--- src/rtl/degen_pkg.sv ---
package degen_pkg;

    // Horizontal (per line) phases
    typedef enum logic [1:0] {
        H_IDLE   = 2'd0,
        H_DELAY  = 2'd1,
        H_ACTIVE = 2'd2,
        H_TAIL   = 2'd3
    } hstate_e;

    // Vertical (per frame) phases
    typedef enum logic [1:0] {
        V_IDLE   = 2'd0,
        V_DELAY  = 2'd1,
        V_ACTIVE = 2'd2,
        V_DONE   = 2'd3
    } vstate_e;

endpackage

--- src/rtl/degen_line_timer.sv ---
// Sync edge detection, line length measurement and field decision input.
module degen_line_timer #(
    parameter int LEN_W = 13
) (
    input  logic clk_i,
    input  logic rst_ni,
    input  logic hsync_i,
    input  logic vsync_i,
    output logic hs_lead_o,
    output logic vs_lead_o,
    output logic late_half_o
);
    localparam logic [LEN_W-1:0] POS_MAX = {LEN_W{1'b1}};

    logic             hs_q;
    logic             vs_q;
    logic             seen_q;
    logic             len_ok_q;
    logic [LEN_W-1:0] pos_q;
    logic [LEN_W-1:0] len_q;
    logic [LEN_W-1:0] pos_d;
    logic [LEN_W-1:0] pos_inc;

    always_comb begin
        hs_lead_o = hsync_i & ~hs_q;
        vs_lead_o = vsync_i & ~vs_q;
        pos_inc   = (pos_q == POS_MAX) ? POS_MAX : pos_q + LEN_W'(1);
        pos_d     = hs_lead_o ? '0 : pos_inc;
        // Second half of a measured line, never at a line start
        late_half_o = !hs_lead_o && len_ok_q && (pos_d >= (len_q >> 1));
    end

    always_ff @(posedge clk_i or negedge rst_ni) begin
        if (!rst_ni) begin
            hs_q     <= 1'b0;
            vs_q     <= 1'b0;
            seen_q   <= 1'b0;
            len_ok_q <= 1'b0;
            pos_q    <= '0;
            len_q    <= '0;
        end else begin
            hs_q  <= hsync_i;
            vs_q  <= vsync_i;
            pos_q <= pos_d;
            if (hs_lead_o) begin
                seen_q <= 1'b1;
                if (seen_q) begin
                    len_q    <= pos_inc;
                    len_ok_q <= 1'b1;
                end
            end
        end
    end

endmodule

--- src/rtl/degen_cfg_hold.sv ---
// Captures timing configuration and field flag at each vertical leading edge.
module degen_cfg_hold #(
    parameter int VD_W   = 6,
    parameter int HD_W   = 10,
    parameter int SZ_W   = 12,
    parameter int OFS_W  = 3,
    parameter int VDE_W  = 7,
    parameter int RST_VD = 24,
    parameter int RST_HD = 4,
    parameter int RST_WD = 1280,
    parameter int RST_HT = 720
) (
    input  logic             clk_i,
    input  logic             rst_ni,
    input  logic             vs_lead_i,
    input  logic             late_half_i,
    input  logic [VD_W-1:0]  vdelay_i,
    input  logic [HD_W-1:0]  hdelay_i,
    input  logic [SZ_W-1:0]  width_i,
    input  logic [SZ_W-1:0]  height_i,
    input  logic [OFS_W-1:0] ofs_i,
    output logic [VDE_W-1:0] vd_o,
    output logic [HD_W-1:0]  hd_o,
    output logic [SZ_W-1:0]  wd_o,
    output logic [SZ_W-1:0]  ht_o,
    output logic             field_o
);
    logic [VDE_W-1:0] vd_q;
    logic [HD_W-1:0]  hd_q;
    logic [SZ_W-1:0]  wd_q;
    logic [SZ_W-1:0]  ht_q;
    logic             field_q;
    logic [VDE_W-1:0] vd_new;

    always_comb begin
        vd_new = VDE_W'(vdelay_i) + (late_half_i ? VDE_W'(ofs_i) : '0);
        // New values apply from the very clock of the vertical edge
        vd_o   = vs_lead_i ? vd_new   : vd_q;
        hd_o   = vs_lead_i ? hdelay_i : hd_q;
        wd_o   = vs_lead_i ? width_i  : wd_q;
        ht_o   = vs_lead_i ? height_i : ht_q;
        field_o = field_q;
    end

    always_ff @(posedge clk_i or negedge rst_ni) begin
        if (!rst_ni) begin
            vd_q    <= VDE_W'(RST_VD);
            hd_q    <= HD_W'(RST_HD);
            wd_q    <= SZ_W'(RST_WD);
            ht_q    <= SZ_W'(RST_HT);
            field_q <= 1'b0;
        end else if (vs_lead_i) begin
            vd_q    <= vd_new;
            hd_q    <= hdelay_i;
            wd_q    <= width_i;
            ht_q    <= height_i;
            field_q <= late_half_i;
        end
    end

endmodule

--- src/rtl/degen_hfsm.sv ---
// Per-line state machine: marks the active pixels of the current clock.
module degen_hfsm
    import degen_pkg::*;
#(
    parameter int HD_W = 10,
    parameter int SZ_W = 12
) (
    input  logic            clk_i,
    input  logic            rst_ni,
    input  logic            hs_lead_i,
    input  logic [HD_W-1:0] hd_i,
    input  logic [SZ_W-1:0] wd_i,
    output logic            pix_act_o,
    output hstate_e         state_o
);
    localparam int CNT_W = (HD_W > SZ_W) ? HD_W : SZ_W;

    hstate_e          st_q, st_d;
    logic [CNT_W-1:0] cnt_q, cnt_d, nxt;
    hstate_e          first_run;

    always_comb begin
        st_d      = st_q;
        cnt_d     = cnt_q;
        nxt       = cnt_q + CNT_W'(1);
        first_run = (wd_i == '0) ? H_TAIL : H_ACTIVE;
        if (hs_lead_i) begin
            cnt_d = '0;
            st_d  = (hd_i == '0) ? first_run : H_DELAY;
        end else begin
            unique case (st_q)
                H_IDLE: begin
                    st_d = H_IDLE;
                end
                H_DELAY: begin
                    if (nxt == CNT_W'(hd_i)) begin
                        cnt_d = '0;
                        st_d  = first_run;
                    end else begin
                        cnt_d = nxt;
                    end
                end
                H_ACTIVE: begin
                    if (nxt == CNT_W'(wd_i)) begin
                        st_d = H_TAIL;
                    end else begin
                        cnt_d = nxt;
                    end
                end
                H_TAIL: begin
                    st_d = H_TAIL;
                end
            endcase
        end
    end

    always_ff @(posedge clk_i or negedge rst_ni) begin
        if (!rst_ni) begin
            st_q  <= H_IDLE;
            cnt_q <= '0;
        end else begin
            st_q  <= st_d;
            cnt_q <= cnt_d;
        end
    end

    always_comb begin
        pix_act_o = (st_d == H_ACTIVE);
        state_o   = st_q;
    end

endmodule

--- src/rtl/degen_vfsm.sv ---
// Per-frame state machine: marks whether the current line is active.
module degen_vfsm
    import degen_pkg::*;
#(
    parameter int SZ_W  = 12,
    parameter int VDE_W = 7
) (
    input  logic             clk_i,
    input  logic             rst_ni,
    input  logic             hs_lead_i,
    input  logic             vs_lead_i,
    input  logic [VDE_W-1:0] vd_i,
    input  logic [SZ_W-1:0]  ht_i,
    output logic             line_act_o,
    output vstate_e          state_o
);
    localparam int CNT_W = ((SZ_W > VDE_W) ? SZ_W : VDE_W) + 1;

    vstate_e          st_q, st_b, st_d;
    logic [CNT_W-1:0] cnt_q, cnt_b, cnt_d, nxt;

    always_comb begin
        // A vertical edge restarts the frame, even with a line edge alongside
        st_b  = vs_lead_i ? V_DELAY : st_q;
        cnt_b = vs_lead_i ? '0 : cnt_q;
        st_d  = st_b;
        cnt_d = cnt_b;
        nxt   = cnt_b + CNT_W'(1);
        if (hs_lead_i) begin
            unique case (st_b)
                V_IDLE: begin
                    st_d = V_IDLE;
                end
                V_DELAY: begin
                    if (nxt > CNT_W'(vd_i)) begin
                        cnt_d = CNT_W'(1);
                        st_d  = (ht_i == '0) ? V_DONE : V_ACTIVE;
                    end else begin
                        cnt_d = nxt;
                    end
                end
                V_ACTIVE: begin
                    if (cnt_b == CNT_W'(ht_i)) begin
                        st_d = V_DONE;
                    end else begin
                        cnt_d = nxt;
                    end
                end
                V_DONE: begin
                    st_d = V_DONE;
                end
            endcase
        end
    end

    always_ff @(posedge clk_i or negedge rst_ni) begin
        if (!rst_ni) begin
            st_q  <= V_IDLE;
            cnt_q <= '0;
        end else begin
            st_q  <= st_d;
            cnt_q <= cnt_d;
        end
    end

    always_comb begin
        line_act_o = (st_d == V_ACTIVE);
        state_o    = st_q;
    end

endmodule

--- src/rtl/de_regen.sv ---
module de_regen
    import degen_pkg::*;
#(
    parameter int VD_W   = 6,
    parameter int HD_W   = 10,
    parameter int SZ_W   = 12,
    parameter int OFS_W  = 3,
    parameter int RST_VD = 24,
    parameter int RST_HD = 4,
    parameter int RST_WD = 1280,
    parameter int RST_HT = 720
) (
    input  logic             clk_i,
    input  logic             rst_ni,
    input  logic             hsync_i,
    input  logic             vsync_i,
    input  logic             de_i,
    input  logic             force_gen_i,
    input  logic [VD_W-1:0]  vdelay_i,
    input  logic [HD_W-1:0]  hdelay_i,
    input  logic [SZ_W-1:0]  width_i,
    input  logic [SZ_W-1:0]  height_i,
    input  logic [OFS_W-1:0] ilace_ofs_i,
    output logic             de_o,
    output logic             field_o
);
    localparam int VDE_W = ((VD_W > OFS_W) ? VD_W : OFS_W) + 1;
    localparam int LEN_W = SZ_W + 1;

    logic             hs_lead;
    logic             vs_lead;
    logic             late_half;
    logic [VDE_W-1:0] vd_eff;
    logic [HD_W-1:0]  hd_eff;
    logic [SZ_W-1:0]  wd_eff;
    logic [SZ_W-1:0]  ht_eff;
    logic             pix_act;
    logic             line_act;
    hstate_e          h_state;
    vstate_e          v_state;
    logic             de_gen;
    logic             de_q;

    degen_line_timer #(.LEN_W(LEN_W)) timer_i (
        .clk_i       (clk_i),
        .rst_ni      (rst_ni),
        .hsync_i     (hsync_i),
        .vsync_i     (vsync_i),
        .hs_lead_o   (hs_lead),
        .vs_lead_o   (vs_lead),
        .late_half_o (late_half)
    );

    degen_cfg_hold #(
        .VD_W   (VD_W),
        .HD_W   (HD_W),
        .SZ_W   (SZ_W),
        .OFS_W  (OFS_W),
        .VDE_W  (VDE_W),
        .RST_VD (RST_VD),
        .RST_HD (RST_HD),
        .RST_WD (RST_WD),
        .RST_HT (RST_HT)
    ) cfg_i (
        .clk_i       (clk_i),
        .rst_ni      (rst_ni),
        .vs_lead_i   (vs_lead),
        .late_half_i (late_half),
        .vdelay_i    (vdelay_i),
        .hdelay_i    (hdelay_i),
        .width_i     (width_i),
        .height_i    (height_i),
        .ofs_i       (ilace_ofs_i),
        .vd_o        (vd_eff),
        .hd_o        (hd_eff),
        .wd_o        (wd_eff),
        .ht_o        (ht_eff),
        .field_o     (field_o)
    );

    degen_hfsm #(.HD_W(HD_W), .SZ_W(SZ_W)) hfsm_i (
        .clk_i     (clk_i),
        .rst_ni    (rst_ni),
        .hs_lead_i (hs_lead),
        .hd_i      (hd_eff),
        .wd_i      (wd_eff),
        .pix_act_o (pix_act),
        .state_o   (h_state)
    );

    degen_vfsm #(.SZ_W(SZ_W), .VDE_W(VDE_W)) vfsm_i (
        .clk_i      (clk_i),
        .rst_ni     (rst_ni),
        .hs_lead_i  (hs_lead),
        .vs_lead_i  (vs_lead),
        .vd_i       (vd_eff),
        .ht_i       (ht_eff),
        .line_act_o (line_act),
        .state_o    (v_state)
    );

    always_comb de_gen = pix_act & line_act;

    always_ff @(posedge clk_i or negedge rst_ni) begin
        if (!rst_ni) begin
            de_q <= 1'b0;
        end else begin
            de_q <= force_gen_i ? de_gen : de_i;
        end
    end

    always_comb de_o = de_q;

endmodule

--- config.mk ---
export PLATFORM = sky130hd
export DESIGN_NAME = de_regen
export DESIGN_NICKNAME = d
export VERILOG_FILES = /design/src/rtl/degen_pkg.sv /design/src/rtl/degen_line_timer.sv /design/src/rtl/degen_cfg_hold.sv /design/src/rtl/degen_hfsm.sv /design/src/rtl/degen_vfsm.sv /design/src/rtl/de_regen.sv
export SDC_FILE = /design/constraint.sdc
export NUM_CORES = 1
export LEC_CHECK = 0
export ABC_AREA = 0
export CORE_UTILIZATION = 40
export DETAILED_ROUTE_END_ITERATION = 8
export PLACE_DENSITY = 0.62
export SYNTH_ARGS = -nofsm -noshare
export SYNTH_HDL_FRONTEND = slang
export SYNTH_SLANG_ARGS = --single-unit
--- constraint.sdc ---
create_clock -name clk_i -period 6.9 [get_ports clk_i]
set_input_delay 1.38 -clock clk_i [delete_from_list [all_inputs] [get_ports clk_i]]
set_output_delay 1.38 -clock clk_i [all_outputs]
set_load 0.01 [all_outputs]
* Word level (Yosys, flattened, before mapping)
Index checks and enable logic that the tools add are counted.
** Word-level totals
- Bits in registers :: 102
- Input bits :: 49
- Output and inout port bits :: 2
- Word-level logic and storage cells :: 80
** Cells by class
- $add $sub $neg :: 4
- $lt $le $gt $ge :: 2
- Equal/unequal tests :: 13
- Muxes and demuxes :: 29
- Bitwise logic cells :: 5
- Reduce and logical (&&, ||, !) cells :: 11
** Operators with widths (count)
- two-way mux 13 bit :: 6
- two-way mux 12 bit :: 5
- adder 13 x 1 -> 13 bit (second input constant) :: 2
- case mux 13 bit (2 select lines) :: 1
- zero test 12 bit :: 2
- case mux 12 bit (2 select lines) :: 1
- two-way mux 2 bit :: 8
- case mux 2 bit (4 select lines) :: 2
- == test 13 x 12 -> 1 bit :: 1
- == test 13 bit (second input constant) :: 1
- greater-or-equal comparator 13 x 12 -> 1 bit :: 1
- > comparator 13 x 7 -> 1 bit :: 1
- adder 12 x 1 -> 12 bit (second input constant) :: 1
- == test 12 x 10 -> 1 bit :: 1
- == test 12 bit :: 1
- == test 2 bit (second input constant) :: 6
- zero test 10 bit :: 1
- two-way mux 10 bit :: 1
- adder 6 x 7 -> 7 bit :: 1
- two-way mux 7 bit :: 1
- == test 2 x 1 -> 1 bit (second input constant) :: 2
- zero test 2 bit :: 2
- AND reduction 2 bit :: 2
- bitwise AND 1 bit :: 3
- other kinds (7) :: 11

* Logic depth before layout (Yosys ltp)
- Word-level depth :: 15
- Mapped depth :: 35
- Depth with buffers taken out :: 32

* Cells and area by module
A second synthesis with hierarchy kept.
** Unflattened totals
- Cells, all modules :: 706
- Area total of the unflattened synthesis :: 6821.5 µm²
** By module, submodules not included
- degen_hfsm :: times used 1, cells an instance 218, area an instance 1803.0 µm²
- degen_cfg_hold :: times used 1, cells an instance 120, area an instance 1755.4 µm²
- degen_vfsm :: times used 1, cells an instance 205, area an instance 1700.4 µm²
- degen_line_timer :: times used 1, cells an instance 159, area an instance 1524.0 µm²
- de_regen :: times used 1, cells an instance 4, area an instance 38.8 µm²

* Worst setup path before layout
OpenSTA, ideal clock, no wires.
- Path kind :: input to register
- Start point :: input hsync_i
- End point :: register vfsm_i.cnt_q[9]
- Data arrival time :: 6203 ps
- Path slack :: 601 ps
- Cell stages on the path :: 28
- Buffers on the path :: 3
- Path through :: nor2b_1 buf_2 clkbuf_1 nor2_1 ha_1 a21o_1 a21o_1 a21o_1 a21oi_1 o21ai_0 a31oi_1 o31a_1 nor2b_1 ha_1 inv_1 fa_1 o21a_1 ha_1 nor2b_1 o21a_1 o211ai_1 a31oi_1 a21oi_4 o2bb2a_4 buf_6 nor2_8 a41oi_2 a311oi_2
** Between the ends
- Word-level cells in the longest chain between the ends :: 11
- Elaborated cells between the ends (all ways) :: 13
- Classes of those cells :: add/sub (1); order compare (2); mux (6); bitwise (1); reduce/logical (3)
** Ends and longest elaborated chain
- start: declaration :: line de_regen.sv:15 : input logic hsync_i,
- bitwise AND 1 bit :: line degen_line_timer.sv:25 : hs_lead_o = hsync_i & ~hs_q;
- two-way mux 13 bit :: line degen_line_timer.sv:28 : pos_d = hs_lead_o ? '0 : pos_inc;
- named net timer_i.pos_d[1] :: line degen_line_timer.sv:21 : logic [LEN_W-1:0] pos_d;
- greater-or-equal comparator 13 x 12 -> 1 bit :: line degen_line_timer.sv:30 : late_half_o = !hs_lead_o && len_ok_q && (pos_d >= (len_q >> 1));
- logical AND 1 bit :: line degen_line_timer.sv:30
- two-way mux 3 bit :: line degen_cfg_hold.sv:36 : vd_new = VDE_W'(vdelay_i) + (late_half_i ? VDE_W'(ofs_i) : '0);
- adder 6 x 7 -> 7 bit :: line degen_cfg_hold.sv:36
- two-way mux 7 bit :: line degen_cfg_hold.sv:38 : vd_o = vs_lead_i ? vd_new : vd_q;
- > comparator 13 x 7 -> 1 bit :: line degen_vfsm.sv:35 : if (nxt > CNT_W'(vd_i)) begin
- two-way mux 13 bit :: line degen_vfsm.sv:35
- case mux 13 bit (2 select lines) :: line degen_vfsm.sv:30 : unique case (st_b)
- two-way mux 13 bit :: line degen_vfsm.sv:29 : if (hs_lead_i) begin
- named net vfsm_i.cnt_d[9] :: line degen_vfsm.sv:20 : logic [CNT_W-1:0] cnt_q, cnt_b, cnt_d, nxt;
- end signal: assignment :: line degen_vfsm.sv:62 : cnt_q <= cnt_d;
- end: declaration :: line degen_vfsm.sv:20
The timed path passes the listed nets, and every way through them passes these cells.
A chain may end at the register's enable or synchronous reset.

* Worst setup path after layout
Ends and elaborated chain as after synthesis.

==> impl_metrics.toml <==
[run_status]
status = "finished clean"

[timing]
maxSlewViolCount = 0
hold_viol_final = 0
setup_violations = 0
worst_pin_slew_ns = 0.791
relSlewSlack = 0.472
max_freq_mhz = 154
min_period_over_period = 0.942
finClkSkew_ns = 0.0129
fin_setup_tns_ns = 0
rsz0062_at_grt = "no"
period_needed_ns = 6.50

[detailed_routing]
drt_iter0_drc = 324
wl_per_cell_um = 15.7
routed_wl_um = 15500
via_count = 5214
via_per_inst = 5.27
drt-pass1-iter-count = 5
ant_nets = 0
drc_errors = 0

[finish]
drive_above_1_share = 0.0867
stdcell_count = 989
areaGrowthSynthToFinish_pct = 14.2
fill_cells = 1576
final_core_util = 0.472
layout.nets = 851
layout_commonest_cell = "nand2_1"
antenna_cells = 0
final_cell_mix = "nand2_1 (114), dfrtp_1 (92), nor2_1 (57)"
fin_area_um2 = 7550

[worst_setup_path]
path_class = "in2reg"
required_ns = 7.16
cp-start-kind = "primary input"
path_max_fanout = 16
cp_data_arrival_time_ns = 6.76
endpoint_kind = "flop"

[clock_tree]
cts_root_buffer = "clkbuf_16"
path_clk_slew_ns = 0.08
clkSinkCount = 101
post_cts_buffers = 0
cts_tree = "built"
cts_made_buffers = 9
cts_max_level = 3
clock_path_buffers = 2
insertion_delay_ns = 0.36

[hold_path]
hold_class = "reg2reg"

[placement]
dp.cells = 973
globalplace.congestion = 0.892
place_area_um2 = 7240
numPortBuffers = 50
dpl.hpwl_um = 11700

[yosys]
synth-edff-count = 0
syn_nets = 819
yosysSeqAreaShare = 0.384
synth_flop_cell = "dfrtp_1"
yosysTopAreaCell = "dfrtp_1"
syn_area_per_cell_um2 = 8.99
synthesis.area_um2 = 6620
syn_inst = 736
synth_seq_cells = 101
synth_top_area_share = 0.348
yosys_warnings = 0
synth.distinct_cells = 76
async_reset_ff_frac = 1.00
synth_area_leaders = "dfrtp_1 (35%), nand2_1 (6.5%), ha_1 (6.2%), xnor2_1 (4.0%), dfstp_2 (3.6%)"

[global_route]
antenna_found_initial = 0
track_usage = 0.191
grt_pass1_vias = 5202
grt_start_max_net_pins = 52
grt.overflow.total = 0
grt_pass1_wl_um = 25400

[die]
num_rows = 46
dieArea_um2 = 17100
ios = 51
die_y_um = 131
coreArea_um2 = 16000
die_w_um = 131
start_util = 0.414

[power]
power_mw = 1.70
p_per_area_nw_per_um2 = 225
ir_worst_vdd_mv = 0.123
power.leakage_nw = 3.31

[job]
cap_violations = 0
-- synth_stat cells, types with 2 or more instances --
cell,count
nand2b_1,18
nand2_1,114
nand4b_1,2
a2bb2oi_1,2
or3_1,5
mux2i_1,15
and3_1,10
nand3_1,23
xnor2_1,30
a21o_1,10
dfstp_2,9
o21a_1,5
a311oi_1,2
o31a_1,4
o211ai_1,2
buf_1,2
and4_1,2
inv_1,50
nor3_1,11
nor4_1,16
a22o_1,3
clkbuf_1,10
buf_2,14
nand4_1,10
buf_6,8
ha_1,33
and3b_1,2
nor2_1,57
dfrtp_1,92
o21ai_0,32
a21oi_1,35
or4_1,4
o21ai_1,3
a211oi_1,5
o32ai_2,2
mux2_2,7
nand3b_1,3
nor2b_1,11
a31oi_1,6
xnor3_1,2
and2_1,7
xor2_1,21
a211o_1,3
nor3_2,2
-- metrics by stage --
stage	setup WS [ns]	hold WS [ns]
2_1_floorplan	0.601	0.435
3_3_place_gp	0.250	0.450
3_5_place_dp	0.0890	0.452
4_1_cts	0.383	0.473
5_1_grt	0.0523	0.500
6_report	0.402	0.471
-- report_power, final --
group | switching, mW | internal (mW)
sequential | 0.0437 | 0.666
combinational | 0.241 | 0.217
clock | 0.248 | 0.286
total | 0.533 | 1.17
-- layer usage --
layer	vias to the layer above	global-route usage	part of all wire
li1	2599	-	-
met1	2533	0.242	0.46
met2	67	0.329	0.50
met3	15	0.0350	0.026
met4	0	0.0636	0.013
met5	-	0	0
-- layout make-up --
| class | count | area [um^2] | share of cell area |
|---|---|---|---|
| clock buffer | 9 | 225 | 0.0298 |
| clock inverter | 7 | 81.3 | 0.0108 |
| inverter | 51 | 191 | 0.0253 |
| multi-input combinational | 549 | 3690 | 0.489 |
| sequential | 101 | 2540 | 0.336 |
| tap | 216 | 270 | 0.0358 |
| timing repair buffer | 56 | 556 | 0.0735 |
-- flip-flops by register name, summed over array words and instances (netlist names), 2 cells and up --
| signal | count |
|---|---|
| vfsm_i.cnt_q | 13 |
| cfg_i.hd_q | 10 |
| cfg_i.vd_q | 7 |
| vfsm_i.state_o | 2 |
| cfg_i.wd_q | 12 |
| cfg_i.ht_q | 12 |
| timer_i.pos_q | 13 |
| hfsm_i.state_o | 2 |
| hfsm_i.cnt_q | 12 |
| timer_i.len_q | 12 |
-- path summary, 6_finish.rpt --
kind                       slack [ns]  cells after the start                  startpoint                          to
min in group asynchronous        1.07                      1                      rst_ni   vfsm_i.cnt_q[1]$_DFF_PN0_
max in group asynchronous        4.71                      2                      rst_ni     cfg_i.wd_q[9]$_DFF_PN0_
max reg2reg                      0.46                     31  timer_i.pos_q[0]$_DFF_PN0_   vfsm_i.cnt_q[9]$_DFF_PN0_
min reg2reg                      0.47                      1  timer_i.seen_q$_DFFE_PN0N_  timer_i.seen_q$_DFFE_PN0N_
max                              0.40                     27                     hsync_i   vfsm_i.cnt_q[9]$_DFF_PN0_
min                              0.47                      1  timer_i.seen_q$_DFFE_PN0N_  timer_i.seen_q$_DFFE_PN0N_
-- timing repair --
item | CTS | global route
hold buffers | 0 | 0
endpoints found under the setup margin | 0 | 5
gates resized for setup | 0 | 4
-- kinds of logic after synthesis --
logic type               synth area share
AO/OA/AOI/OAI                       0.137
flip-flops                          0.384
AND/OR/NAND/NOR                     0.233
XOR/XNOR                           0.0779
adder cells (fa/ha/maj)            0.0671
buffers and inverters              0.0611
multiplexers                       0.0403
-- critical path, cell delays in order --
cell             delay (ns)
clkdlybuf4s50_1        0.48
nor2b_1                0.33
nor2_1                 0.12
ha_1                   0.30
a21o_1                 0.15
a21o_1                 0.17
a21o_1                 0.17
a21oi_1                0.12
o21ai_0                0.09
a31oi_1                0.24
o31a_1                 0.24
nor2b_1                0.07
ha_1                   0.28
a21o_1                 0.18
a21oi_1                0.22
nor2_1                 0.09
xnor2_1                0.13
a21o_1                 0.20
ha_1                   0.32
o21a_1                 0.17
o22ai_1                0.15
a31oi_1                0.10
a21oi_4                0.21
o2bb2a_4               0.22
nor2_8                 0.21
a41oi_2                0.15
a311oi_2               0.26
Note: power is estimated with default switching activity, not from simulation.
